**src/rtl/fpr_pkg.sv**
```systemverilog
package fpr_pkg;

    typedef enum logic [2:0] {
        OP_NONE   = 3'd0,
        OP_PROG   = 3'd1,
        OP_ERASE  = 3'd2,
        OP_SUSP   = 3'd3,
        OP_RESUME = 3'd4
    } op_e;

    typedef enum logic [2:0] {
        ST_IDLE  = 3'd0,
        ST_PROG  = 3'd1,
        ST_ERASE = 3'd2,
        ST_ESUSP = 3'd3,
        ST_SPROG = 3'd4
    } st_e;

endpackage

```
**src/rtl/fpr_sect_dec.sv**
```systemverilog
module fpr_sect_dec #(
    parameter int ADDR_W = 6,
    parameter int SECT_W = 2,
    localparam int NSECT = 1 << SECT_W
) (
    input  logic [ADDR_W-1:0] addr,
    output logic [NSECT-1:0]  sect_oh
);

    for (genvar g = 0; g < NSECT; g++) begin : g_sect
        assign sect_oh[g] = (addr[ADDR_W-1 -: SECT_W] == SECT_W'(g));
    end

endmodule

```
**src/rtl/fpr_array.sv**
```systemverilog
module fpr_array #(
    parameter int ADDR_W = 6,
    parameter int DATA_W = 8,
    parameter int SECT_W = 2,
    localparam int NSECT     = 1 << SECT_W,
    localparam int DEPTH     = 1 << ADDR_W,
    localparam int SECT_SIZE = DEPTH / NSECT
) (
    input  logic              clk,
    input  logic              rst_n,
    input  logic              prog_commit,
    input  logic [ADDR_W-1:0] prog_addr,
    input  logic [DATA_W-1:0] prog_data,
    input  logic              erase_commit,
    input  logic [NSECT-1:0]  erase_mask,
    input  logic [ADDR_W-1:0] rd_addr,
    output logic [DATA_W-1:0] rd_byte
);

    typedef struct packed {
        logic [DEPTH-1:0][DATA_W-1:0] mem;
    } arr_t;

    arr_t arr_d, arr_q;
    logic [DEPTH-1:0][DATA_W-1:0] byte_nxt;

    for (genvar g = 0; g < DEPTH; g++) begin : g_byte
        localparam int SEC = g / SECT_SIZE;
        logic erase_hit;
        logic prog_hit;
        assign erase_hit = erase_commit && erase_mask[SEC];
        assign prog_hit  = prog_commit && (prog_addr == ADDR_W'(g));
        assign byte_nxt[g] = erase_hit ? {DATA_W{1'b1}} :
                             prog_hit  ? (arr_q.mem[g] & prog_data) :
                                         arr_q.mem[g];
    end

    always_comb begin
        arr_d     = arr_q;
        arr_d.mem = byte_nxt;
    end

    always_ff @(posedge clk) begin
        if (!rst_n) begin
            arr_q.mem <= '1;
        end else begin
            arr_q <= arr_d;
        end
    end

    assign rd_byte = arr_q.mem[rd_addr];

endmodule

```
**src/rtl/fpr_ctrl.sv**
```systemverilog
module fpr_ctrl
    import fpr_pkg::*;
#(
    parameter int ADDR_W    = 6,
    parameter int DATA_W    = 8,
    parameter int SECT_W    = 2,
    parameter int CLK_MHZ   = 4,
    parameter int PROG_CYC  = 8,
    parameter int ERASE_CYC = 40,
    localparam int NSECT      = 1 << SECT_W,
    localparam int LPROG_CYC  = CLK_MHZ,
    localparam int LERASE_CYC = 100 * CLK_MHZ,
    localparam int MAX_A      = (PROG_CYC > LPROG_CYC) ? PROG_CYC : LPROG_CYC,
    localparam int MAX_B      = (ERASE_CYC > LERASE_CYC) ? ERASE_CYC : LERASE_CYC,
    localparam int MAX_CYC    = (MAX_A > MAX_B) ? MAX_A : MAX_B,
    localparam int CW         = $clog2(MAX_CYC + 1)
) (
    input  logic              clk,
    input  logic              rst_n,
    input  logic              cmd_valid,
    input  logic [2:0]        cmd_op,
    input  logic [ADDR_W-1:0] cmd_addr,
    input  logic [DATA_W-1:0] cmd_data,
    input  logic [NSECT-1:0]  cmd_sect_sel,
    input  logic [NSECT-1:0]  cmd_sect_oh,
    input  logic [NSECT-1:0]  sect_lock,
    output st_e               st,
    output logic [ADDR_W-1:0] paddr,
    output logic [DATA_W-1:0] pdata,
    output logic [NSECT-1:0]  esel,
    output logic [CW-1:0]     ecnt,
    output logic              prog_commit,
    output logic              erase_commit,
    output logic [NSECT-1:0]  erase_mask
);

    typedef struct packed {
        st_e               st;
        logic [CW-1:0]     pcnt;
        logic [CW-1:0]     ecnt;
        logic [ADDR_W-1:0] paddr;
        logic [DATA_W-1:0] pdata;
        logic              pfake;
        logic [NSECT-1:0]  esel;
        logic [NSECT-1:0]  eeff;
        logic              efake;
    } ctl_t;

    ctl_t ctl_d, ctl_q;
    logic is_prog, is_erase, is_susp, is_resume;
    logic prog_locked, prog_in_esel;
    logic [NSECT-1:0] eff_sel;

    assign is_prog   = cmd_valid && (cmd_op == OP_PROG);
    assign is_erase  = cmd_valid && (cmd_op == OP_ERASE);
    assign is_susp   = cmd_valid && (cmd_op == OP_SUSP);
    assign is_resume = cmd_valid && (cmd_op == OP_RESUME);

    assign prog_locked  = |(cmd_sect_oh & sect_lock);
    assign prog_in_esel = |(cmd_sect_oh & ctl_q.esel);
    assign eff_sel      = cmd_sect_sel & ~sect_lock;

    always_comb begin
        ctl_d        = ctl_q;
        prog_commit  = 1'b0;
        erase_commit = 1'b0;
        unique case (ctl_q.st)
            ST_IDLE: begin
                if (is_prog) begin
                    ctl_d.st    = ST_PROG;
                    ctl_d.paddr = cmd_addr;
                    ctl_d.pdata = cmd_data;
                    ctl_d.pfake = prog_locked;
                    ctl_d.pcnt  = prog_locked ? CW'(LPROG_CYC) : CW'(PROG_CYC);
                end else if (is_erase && (|cmd_sect_sel)) begin
                    ctl_d.st    = ST_ERASE;
                    ctl_d.esel  = cmd_sect_sel;
                    ctl_d.eeff  = eff_sel;
                    ctl_d.efake = ~|eff_sel;
                    ctl_d.ecnt  = (~|eff_sel) ? CW'(LERASE_CYC) : CW'(ERASE_CYC);
                end
            end
            ST_PROG, ST_SPROG: begin
                if (ctl_q.pcnt == CW'(1)) begin
                    prog_commit = !ctl_q.pfake;
                    ctl_d.st    = (ctl_q.st == ST_SPROG) ? ST_ESUSP : ST_IDLE;
                end else begin
                    ctl_d.pcnt = ctl_q.pcnt - CW'(1);
                end
            end
            ST_ERASE: begin
                if (is_susp && !ctl_q.efake) begin
                    ctl_d.st = ST_ESUSP;
                end else if (ctl_q.ecnt == CW'(1)) begin
                    erase_commit = !ctl_q.efake;
                    ctl_d.st     = ST_IDLE;
                end else begin
                    ctl_d.ecnt = ctl_q.ecnt - CW'(1);
                end
            end
            ST_ESUSP: begin
                if (is_resume) begin
                    ctl_d.st = ST_ERASE;
                end else if (is_prog && !prog_in_esel) begin
                    ctl_d.st    = ST_SPROG;
                    ctl_d.paddr = cmd_addr;
                    ctl_d.pdata = cmd_data;
                    ctl_d.pfake = prog_locked;
                    ctl_d.pcnt  = prog_locked ? CW'(LPROG_CYC) : CW'(PROG_CYC);
                end
            end
            default: ctl_d.st = ST_IDLE;
        endcase
    end

    always_ff @(posedge clk) begin
        if (!rst_n) begin
            ctl_q <= '{st: ST_IDLE, default: '0};
        end else begin
            ctl_q <= ctl_d;
        end
    end

    assign st         = ctl_q.st;
    assign paddr      = ctl_q.paddr;
    assign pdata      = ctl_q.pdata;
    assign esel       = ctl_q.esel;
    assign ecnt       = ctl_q.ecnt;
    assign erase_mask = ctl_q.eeff;

endmodule

```
**src/rtl/fpr_top.sv**
```systemverilog
module fpr_top
    import fpr_pkg::*;
#(
    parameter int ADDR_W    = 6,
    parameter int DATA_W    = 8,
    parameter int SECT_W    = 2,
    parameter int CLK_MHZ   = 4,
    parameter int PROG_CYC  = 8,
    parameter int ERASE_CYC = 40,
    localparam int NSECT      = 1 << SECT_W,
    localparam int LPROG_CYC  = CLK_MHZ,
    localparam int LERASE_CYC = 100 * CLK_MHZ,
    localparam int MAX_A      = (PROG_CYC > LPROG_CYC) ? PROG_CYC : LPROG_CYC,
    localparam int MAX_B      = (ERASE_CYC > LERASE_CYC) ? ERASE_CYC : LERASE_CYC,
    localparam int MAX_CYC    = (MAX_A > MAX_B) ? MAX_A : MAX_B,
    localparam int CW         = $clog2(MAX_CYC + 1)
) (
    input  logic              clk,
    input  logic              rst_n,
    input  logic              cmd_valid,
    input  logic [2:0]        cmd_op,
    input  logic [ADDR_W-1:0] cmd_addr,
    input  logic [DATA_W-1:0] cmd_data,
    input  logic [NSECT-1:0]  cmd_sect_sel,
    input  logic [NSECT-1:0]  sect_lock,
    input  logic              rd_en,
    input  logic [ADDR_W-1:0] rd_addr,
    output logic [DATA_W-1:0] rd_data
);

    typedef struct packed {
        logic [DATA_W-1:0] rd_data;
    } out_t;

    out_t out_d, out_q;

    st_e               ctl_st;
    logic [ADDR_W-1:0] ctl_paddr;
    logic [DATA_W-1:0] ctl_pdata;
    logic [NSECT-1:0]  ctl_esel;
    logic [CW-1:0]     ctl_ecnt;
    logic              prog_commit, erase_commit;
    logic [NSECT-1:0]  erase_mask;
    logic [NSECT-1:0]  cmd_sect_oh, rd_sect_oh;
    logic [DATA_W-1:0] arr_byte;
    logic              prog_busy, erase_run, erase_held, rd_in_esel;

    fpr_sect_dec #(.ADDR_W(ADDR_W), .SECT_W(SECT_W)) i_cmd_dec (
        .addr    (cmd_addr),
        .sect_oh (cmd_sect_oh)
    );

    fpr_sect_dec #(.ADDR_W(ADDR_W), .SECT_W(SECT_W)) i_rd_dec (
        .addr    (rd_addr),
        .sect_oh (rd_sect_oh)
    );

    fpr_ctrl #(
        .ADDR_W(ADDR_W), .DATA_W(DATA_W), .SECT_W(SECT_W),
        .CLK_MHZ(CLK_MHZ), .PROG_CYC(PROG_CYC), .ERASE_CYC(ERASE_CYC)
    ) i_ctrl (
        .clk          (clk),
        .rst_n        (rst_n),
        .cmd_valid    (cmd_valid),
        .cmd_op       (cmd_op),
        .cmd_addr     (cmd_addr),
        .cmd_data     (cmd_data),
        .cmd_sect_sel (cmd_sect_sel),
        .cmd_sect_oh  (cmd_sect_oh),
        .sect_lock    (sect_lock),
        .st           (ctl_st),
        .paddr        (ctl_paddr),
        .pdata        (ctl_pdata),
        .esel         (ctl_esel),
        .ecnt         (ctl_ecnt),
        .prog_commit  (prog_commit),
        .erase_commit (erase_commit),
        .erase_mask   (erase_mask)
    );

    fpr_array #(.ADDR_W(ADDR_W), .DATA_W(DATA_W), .SECT_W(SECT_W)) i_array (
        .clk          (clk),
        .rst_n        (rst_n),
        .prog_commit  (prog_commit),
        .prog_addr    (ctl_paddr),
        .prog_data    (ctl_pdata),
        .erase_commit (erase_commit),
        .erase_mask   (erase_mask),
        .rd_addr      (rd_addr),
        .rd_byte      (arr_byte)
    );

    assign prog_busy  = (ctl_st == ST_PROG) || (ctl_st == ST_SPROG);
    assign erase_run  = (ctl_st == ST_ERASE);
    assign erase_held = (ctl_st == ST_ESUSP) || (ctl_st == ST_SPROG);
    assign rd_in_esel = |(rd_sect_oh & ctl_esel);

    always_comb begin
        out_d = out_q;
        if (rd_en) begin
            if (prog_busy && (rd_addr == ctl_paddr)) begin
                out_d.rd_data = {~ctl_pdata[DATA_W-1], {(DATA_W-1){1'b0}}};
            end else if (erase_run && rd_in_esel) begin
                out_d.rd_data = '0;
            end else if (erase_held && rd_in_esel) begin
                out_d.rd_data = {1'b1, {(DATA_W-1){1'b0}}};
            end else begin
                out_d.rd_data = arr_byte;
            end
        end
    end

    always_ff @(posedge clk) begin
        if (!rst_n) begin
            out_q <= '0;
        end else begin
            out_q <= out_d;
        end
    end

    assign rd_data = out_q.rd_data;

endmodule

```
**config.mk**
```make
export PLATFORM = sky130hd
export DESIGN_NAME = fpr_top
export DESIGN_NICKNAME = d
export VERILOG_FILES = /design/src/rtl/fpr_pkg.sv /design/src/rtl/fpr_sect_dec.sv /design/src/rtl/fpr_array.sv /design/src/rtl/fpr_ctrl.sv /design/src/rtl/fpr_top.sv
export SDC_FILE = /design/constraint.sdc
export NUM_CORES = 1
export LEC_CHECK = 0
export ABC_AREA = 0
export BUFFER_PORTS_ARGS = -buffer_cell sky130_fd_sc_hd__buf_2
export CORE_MARGIN = 5
export CORE_UTILIZATION = 52
export CTS_BUF_LIST = sky130_fd_sc_hd__clkbuf_2
export DETAILED_ROUTE_END_ITERATION = 16
export MAX_ROUTING_LAYER = met4
export PLACE_DENSITY_LB_ADDON = 0.3
export SETUP_SLACK_MARGIN = 0.05
export SYNTH_ARGS = -nofsm -noshare
export SYNTH_HDL_FRONTEND = slang
export SYNTH_SLANG_ARGS = --single-unit
```
**constraint.sdc**
```tcl
create_clock -name clk -period 2.2 [get_ports clk]
set_clock_uncertainty 0.1 [all_clocks]
set_input_delay 0.11 -clock clk [delete_from_list [all_inputs] [get_ports clk]]
set_output_delay 0.11 -clock clk [all_outputs]
set_load 0.1 [all_outputs]
```
=== After elaboration in Yosys (flattened, before gate mapping) ===
Index checks and enable logic that the tools add are counted.

* Register bits after elaboration: 565

* Add/subtract/negate cells: 2
* Reduce and logical (&&, ||, !) cells: 106
* Mux-type cells: 34
* Bitwise logic cells: 72
* Equal/unequal tests: 92
* Magnitude comparators: 1

{| class="wikitable"
|+ Operator list
! kind !! count
|-
| AND 8 bit || 64
|-
| equality test 6 bit (second input constant) || 32
|-
| equality test 6 x 5 -> 1 bit (second input constant) || 16
|-
| logical AND 1 bit || 78
|-
| two-way mux 9 bit || 8
|-
| binary-select mux 8 bit (select 6 bit) || 1
|-
| equality test 6 x 4 -> 1 bit (second input constant) || 8
|-
| two-way mux 15 bit || 3
|-
| two-way mux 8 bit || 4
|-
| case mux 15 bit (2 select lines) || 1
|-
| case mux 9 bit (3 select lines) || 1
|-
| equality test 6 x 3 -> 1 bit (second input constant) || 4
|-
| OR reduction 4 bit || 5
|-
| equality test 9 x 1 -> 1 bit (second input constant) || 2
|-
| two-way mux 3 bit || 6
|-
| case mux 9 bit (2 select lines) || 1
|-
| subtractor 9 x 1 -> 9 bit (second input constant) || 2
|-
| AND 4 bit || 4
|-
| equality test 3 x 2 -> 1 bit (second input constant) || 4
|-
| equality test 6 x 2 -> 1 bit (second input constant) || 2
|-
| two-way mux 12 bit || 1
|-
| case mux 3 bit (4 select lines) || 1
|-
| inequality test 2 bit (second input constant) || 5
|-
| AND reduction 5 bit || 2
|-
| other kinds (24) || 52
|}

=== Logic depth before layout (Yosys ltp) ===
* Depth in word-level cells: 8
* Mapped depth: 11

=== By module ===
From an unflattened synthesis, not the netlist that was laid out.

* Cell total of the unflattened synthesis: 2443
* Area, all modules: 23030.8 um^2

{| class="wikitable"
|+ By module, submodules not included
! module !! cells an instance !! sequential area each (um^2) !! instances !! area an instance (um^2)
|-
| fpr_array || 2070 || 10249.8 || 1 || 19795.2
|-
| fpr_ctrl || 321 || 900.9 || 1 || 2728.9
|-
| fpr_top || 44 || 160.2 || 1 || 454.2
|-
| fpr_sect_dec || 4 || 0.0 || 2 || 26.3
|}

=== Least setup slack after synthesis ===
OpenSTA, ideal clock, no wires.

* Kind: flip-flop to flip-flop
* Start: reg i_ctrl.ctl_q[35] in the netlist's numbering
* End: reg i_array.arr_q[64] in the netlist's numbering
* Stages on the path, launching flop included: 10
* Setup slack: -0.026 ns
* Buffers on the path: 3
* Clock period less this slack: 2.226 ns
* Arrival time: 1.996 ns
* Setup time: 0.129 ns
* Cell sequence: dfxtp_1 > nor4_4 > nor4b_4 > nand2_1 > or3_1 > buf_6 > buf_6 > buf_6 > o21ai_2 > nand2_1

* Word-level cells in the longest chain between the ends: 4

{| class="wikitable"
|+ RTL lines
! what !! RTL line !! RTL
|-
| from (decl) || fpr_ctrl.sv:49 || <nowiki>ctl_t ctl_d, ctl_q;</nowiki>
|-
| from (signal assigned) || fpr_ctrl.sv:120 || <nowiki>ctl_q <= ctl_d;</nowiki>
|-
| equality test 9 x 1 -> 1 bit || fpr_ctrl.sv:84 || <nowiki>if (ctl_q.pcnt == CW'(1)) begin</nowiki>
|-
| two-way mux 1 bit || fpr_ctrl.sv:84 ||
|-
| two-way mux 1 bit || fpr_ctrl.sv:67 || <nowiki>unique case (ctl_q.st)</nowiki>
|-
| logical AND 1 bit || fpr_array.sv:32 || <nowiki>assign prog_hit = prog_commit && (prog_addr == ADDR_W'(g));</nowiki>
|-
| to (signal assigned) || fpr_array.sv:47 || <nowiki>arr_q <= arr_d;</nowiki>
|-
| to (decl) || fpr_array.sv:24 || <nowiki>arr_t arr_d, arr_q;</nowiki>
|}

No other way between the ends.
A chain may end at the register's enable or synchronous reset.

=== Worst setup path after layout ===
* Start: reg i_ctrl.ctl_q[38] in the netlist's numbering
* End: reg i_array.arr_q[252] in the netlist's numbering

The elaborated chain is that of the path after synthesis.

==> results.sh <==
export IMPL_drcViolationCount=0
export IMPL_r2r_slack_ps=-60
export IMPL_synth_simple_area_share_pct=16.6
export IMPL_synth_xor_area_share_pct=0.563
export IMPL_synthTopCellsByArea="dfxtp_1 (48%), o21ai_0 (11%), nand2_1 (9.0%)"
export IMPL_synth_main_ff_cell="dfxtp_1"
export IMPL_slew_limit_headroom_pct=36.8
export IMPL_clkPwrFrac_pct=35.4
export IMPL_yosys_area_top_type="dfxtp_1"
export IMPL_layout_setup_ws_ps=-57.7
export IMPL_cpLargestDelayFamily="simple AND/OR/NAND/NOR gates"
export IMPL_p_comb_share_pct=8.9
export IMPL_failed_checks="negative setup slack"
export IMPL_seqPwrFrac_pct=55.7
export IMPL_synth_nets=2622
export IMPL_setup_viol=48
export IMPL_synth_edf_count=0
export IMPL_syn_area_um2=23300
export IMPL_area_growth_pct=19.4
export IMPL_yosys_warnings=0
export IMPL_intPower_mw=13.3
export IMPL_die_area_um2=49200
export IMPL_timing_final_crit_share_pct=103
export IMPL_clk_latency_ps=1140
export IMPL_path_clk_slew_ps=100
export IMPL_io_pins=43
export IMPL_power_leakage_nw=10.5
export IMPL_synth_seq_cells=565
export IMPL_drv_cap=0
export IMPL_grt_pass1_wl_mm=113
export IMPL_antenna_found_initial=4
export IMPL_status="finished with violations"
export IMPL_timing_worst_setup_path_type="reg2reg"
export IMPL_dpl_cell_area_um2=25100
export IMPL_drt_iter0_drc=2108
export IMPL_portBuffers=42
export IMPL_worstMarginPinSlew_ps=946
export IMPL_die_x_um=222
export IMPL_cts_buffers=143
export IMPL_synth_compound_area_share_pct=16.7
export IMPL_place_hpwl_mm=43.6
export IMPL_gr_total_overflow=0
export IMPL_dr_pass1_iters=6
export IMPL_vias=21600
export IMPL_synth_mux_area_share_pct=13.7
export IMPL_required_ps=3100
export IMPL_postSynth_asyncResetShare_pct=0
export IMPL_cts_tree="built"
export IMPL_power_switching_mw=5.23
export IMPL_wirelength_mm=80.3
export IMPL_switching_share_pct=28.2
export IMPL_worstPathMaxFanout=16
export IMPL_synth_top_family_by_area="compound AO/OA/AOI/OAI gates"
export IMPL_end_kind="flop"
export IMPL_utilization_pct=62.9
export IMPL_start_util_pct=52.7
export IMPL_clkSinkCount=565
export IMPL_hp_class="in2reg"
export IMPL_core_area_um2=44300
export IMPL_grt_pass1_vias=20800
export IMPL_powerDensity_nw_per_um2=666
export IMPL_hold_violations=0
export IMPL_nets=2863
export IMPL_syn_avg_cell_area_um2=9.03
export IMPL_fin_area_um2=27900
export IMPL_rsz0062_at_grt="true"
export IMPL_die_y_um=222
export IMPL_gp_congestion=0.896
export IMPL_grt_usage_pct=29.0
export IMPL_drive_gt1_share_pct=20.4
export IMPL_ant_nets=0
export IMPL_grt_max_degree=129
export IMPL_crit_path_max_incr_delay_ps=350
export IMPL_ir_drop_v=0.000533
export IMPL_start_kind="flop"
export IMPL_finalMaxSlewViolations=0
export IMPL_crit_slowest_cell="dfxtp_2"
export IMPL_vias_per_cell=6.15
export IMPL_ys_types=62
export IMPL_cp_cell_sequence="nor4_4, nor4b_4, buf_6, nand4b_1, buf_12, buf_8, o21ai_0, nand2_1"
export IMPL_fmax_mhz=443
export IMPL_seq_area_frac_synth_pct=48.5
export IMPL_clock_root_buffer="clkbuf_2"
export IMPL_num_rows=77
export IMPL_htreeDepth=4
export IMPL_synthAdderAreaFrac_pct=0.214
export IMPL_yosysTopAreaCellShare_pct=48.5
export IMPL_syn_inst=2583
export IMPL_clock_tree_buffer_depth=3
export IMPL_crit_arrival_ps=3160
export IMPL_wl_per_cell_um=22.9
export IMPL_crit_buf_inv=3
export IMPL_fin_crit_ps=2260
[layer usage]
layer  part of all wire, %  global-route usage [%]  up-vias
li1                      -                       -     9607
met1                    38                    35.4    10300
met2                    45                    45.9     1311
met3                    11                    6.67      371
met4                   5.8                    13.7        0
met5                     0                       -        -
[metrics by stage]
| stage | setup slack [ps] | hold WS (ps) | cells | setup TNS (ps) | power (mW) |
|---|---|---|---|---|---|
| 2_1_floorplan | 25.4 | 176 | 2583 | 0 | 11.4 |
| 4_1_cts | 31.9 | 20.8 | 3468 | 0 | 18.5 |
| 3_5_place_dp | -121 | 278 | 3164 | -598 | 12.0 |
| 3_3_place_gp | -45.6 | 269 | 3164 | -205 | 12.0 |
| 5_1_grt | -147 | 52.5 | 3508 | -12430 | 19.3 |
| 6_report | -57.7 | 72.2 | 3509 | -839 | 18.6 |
[cell type report]
| class | count | area, um^2 |
|---|---|---|
| fillers | 3624 | 16400 |
| multi-input cells | 1805 | 11400 |
| flip-flops and latches | 565 | 11300 |
| repair buffers | 297 | 3170 |
| clock buffers | 198 | 991 |
| well taps | 592 | 741 |
| clock inverters | 36 | 141 |
| inverters | 12 | 45.0 |
| diodes | 4 | 10.0 |
[worst paths after layout]
check,start,depth (start not counted),endpoint
worst min-delay path,rst_n,5,i_array.arr_q[91]$_SDFFE_PP1P_
worst min register to register,i_array.arr_q[161]$_SDFFE_PP1P_,2,i_array.arr_q[161]$_SDFFE_PP1P_
worst max-delay path,i_ctrl.ctl_q[38]$_SDFFE_PN0P_,8,i_array.arr_q[252]$_SDFFE_PP1P_
worst max register to register,i_ctrl.ctl_q[38]$_SDFFE_PN0P_,8,i_array.arr_q[252]$_SDFFE_PP1P_
[worst min-delay path, cell delays in order]
cell           delay (ps)
dlygate4sd3_1         540
buf_2                 180
a21boi_4              170
buf_4                 200
nand2_1                70
[registers in the layout, indices dropped and copies added, names as in the netlist]
name / flops
i_array.arr_q: 512
i_ctrl.ecnt: 9
i_ctrl.erase_mask: 4
i_ctrl.esel: 4
i_ctrl.pdata: 8
rd_data: 8
i_ctrl.st: 3
i_ctrl.paddr: 6
i_ctrl.ctl_q: 11
[power groups by stage]
stage	Sequential [mW]	Combinational [mW]	Clock, mW
after detailed placement	10.6	1.43	0
final	10.3	1.65	6.57
after floorplan	10.6	0.743	0
after global routing	10.3	1.71	7.22
after CTS	10.3	1.55	6.63
after global placement	10.6	1.41	0
[cell families after synthesis]
| kind of cell | Yosys count |
|---|---|
| fa+ha+maj | 4 |
| mux | 243 |
| flops | 565 |
| xor+xnor | 15 |
| buf+inv | 213 |
| compound gates | 689 |
| simple gates | 854 |
[synthesized netlist by cell type, drive strengths merged, types with 4 or more instances]
cell type  number
nor2b          36
xnor2           9
nand2         559
a211oi          4
o21ai         542
a21oi          17
dfxtp         565
nor2           31
mux2i         180
o21a            7
nor3           21
ha              4
a221o           6
a31oi           7
clkbuf        156
nand2b         68
a22oi          69
inv            12
nand3          22
mux4           61
o2111ai         4
nor4            8
buf            45
or2             9
nand4           4
o221ai          6
or3            67
a21boi          9
xor2            6
o211ai          6
and3           10
[what timing repair did]
item	CTS	global route
gates resized for setup	30	326
hold buffers	66	0
buffers inserted	3	16
cloned	1	22
hold endpoints to repair	565	0
endpoints found under the setup margin	104	548
pin swaps	3	9
[cell usage in the layout, fill, tap and decap left out, types with 24 or more instances in the layout]
master / netlist / final
mux2i_1: 180 / 180
clkinv_1: 0 / 24
buf_4: 0 / 128
nand2b_1: 68 / 67
nor2b_1: 36 / 33
or3_1: 67 / 64
dfxtp_1: 565 / 559
clkbuf_2: 0 / 198
buf_2: 28 / 32
dlygate4sd3_1: 0 / 64
buf_12: 0 / 38
a22oi_1: 69 / 69
o21ai_0: 518 / 259
o21ai_2: 21 / 47
nand2_1: 559 / 559
o21ai_1: 3 / 235
nor2_1: 31 / 28
mux4_2: 61 / 61
Note: power is estimated with default switching activity, not from simulation.
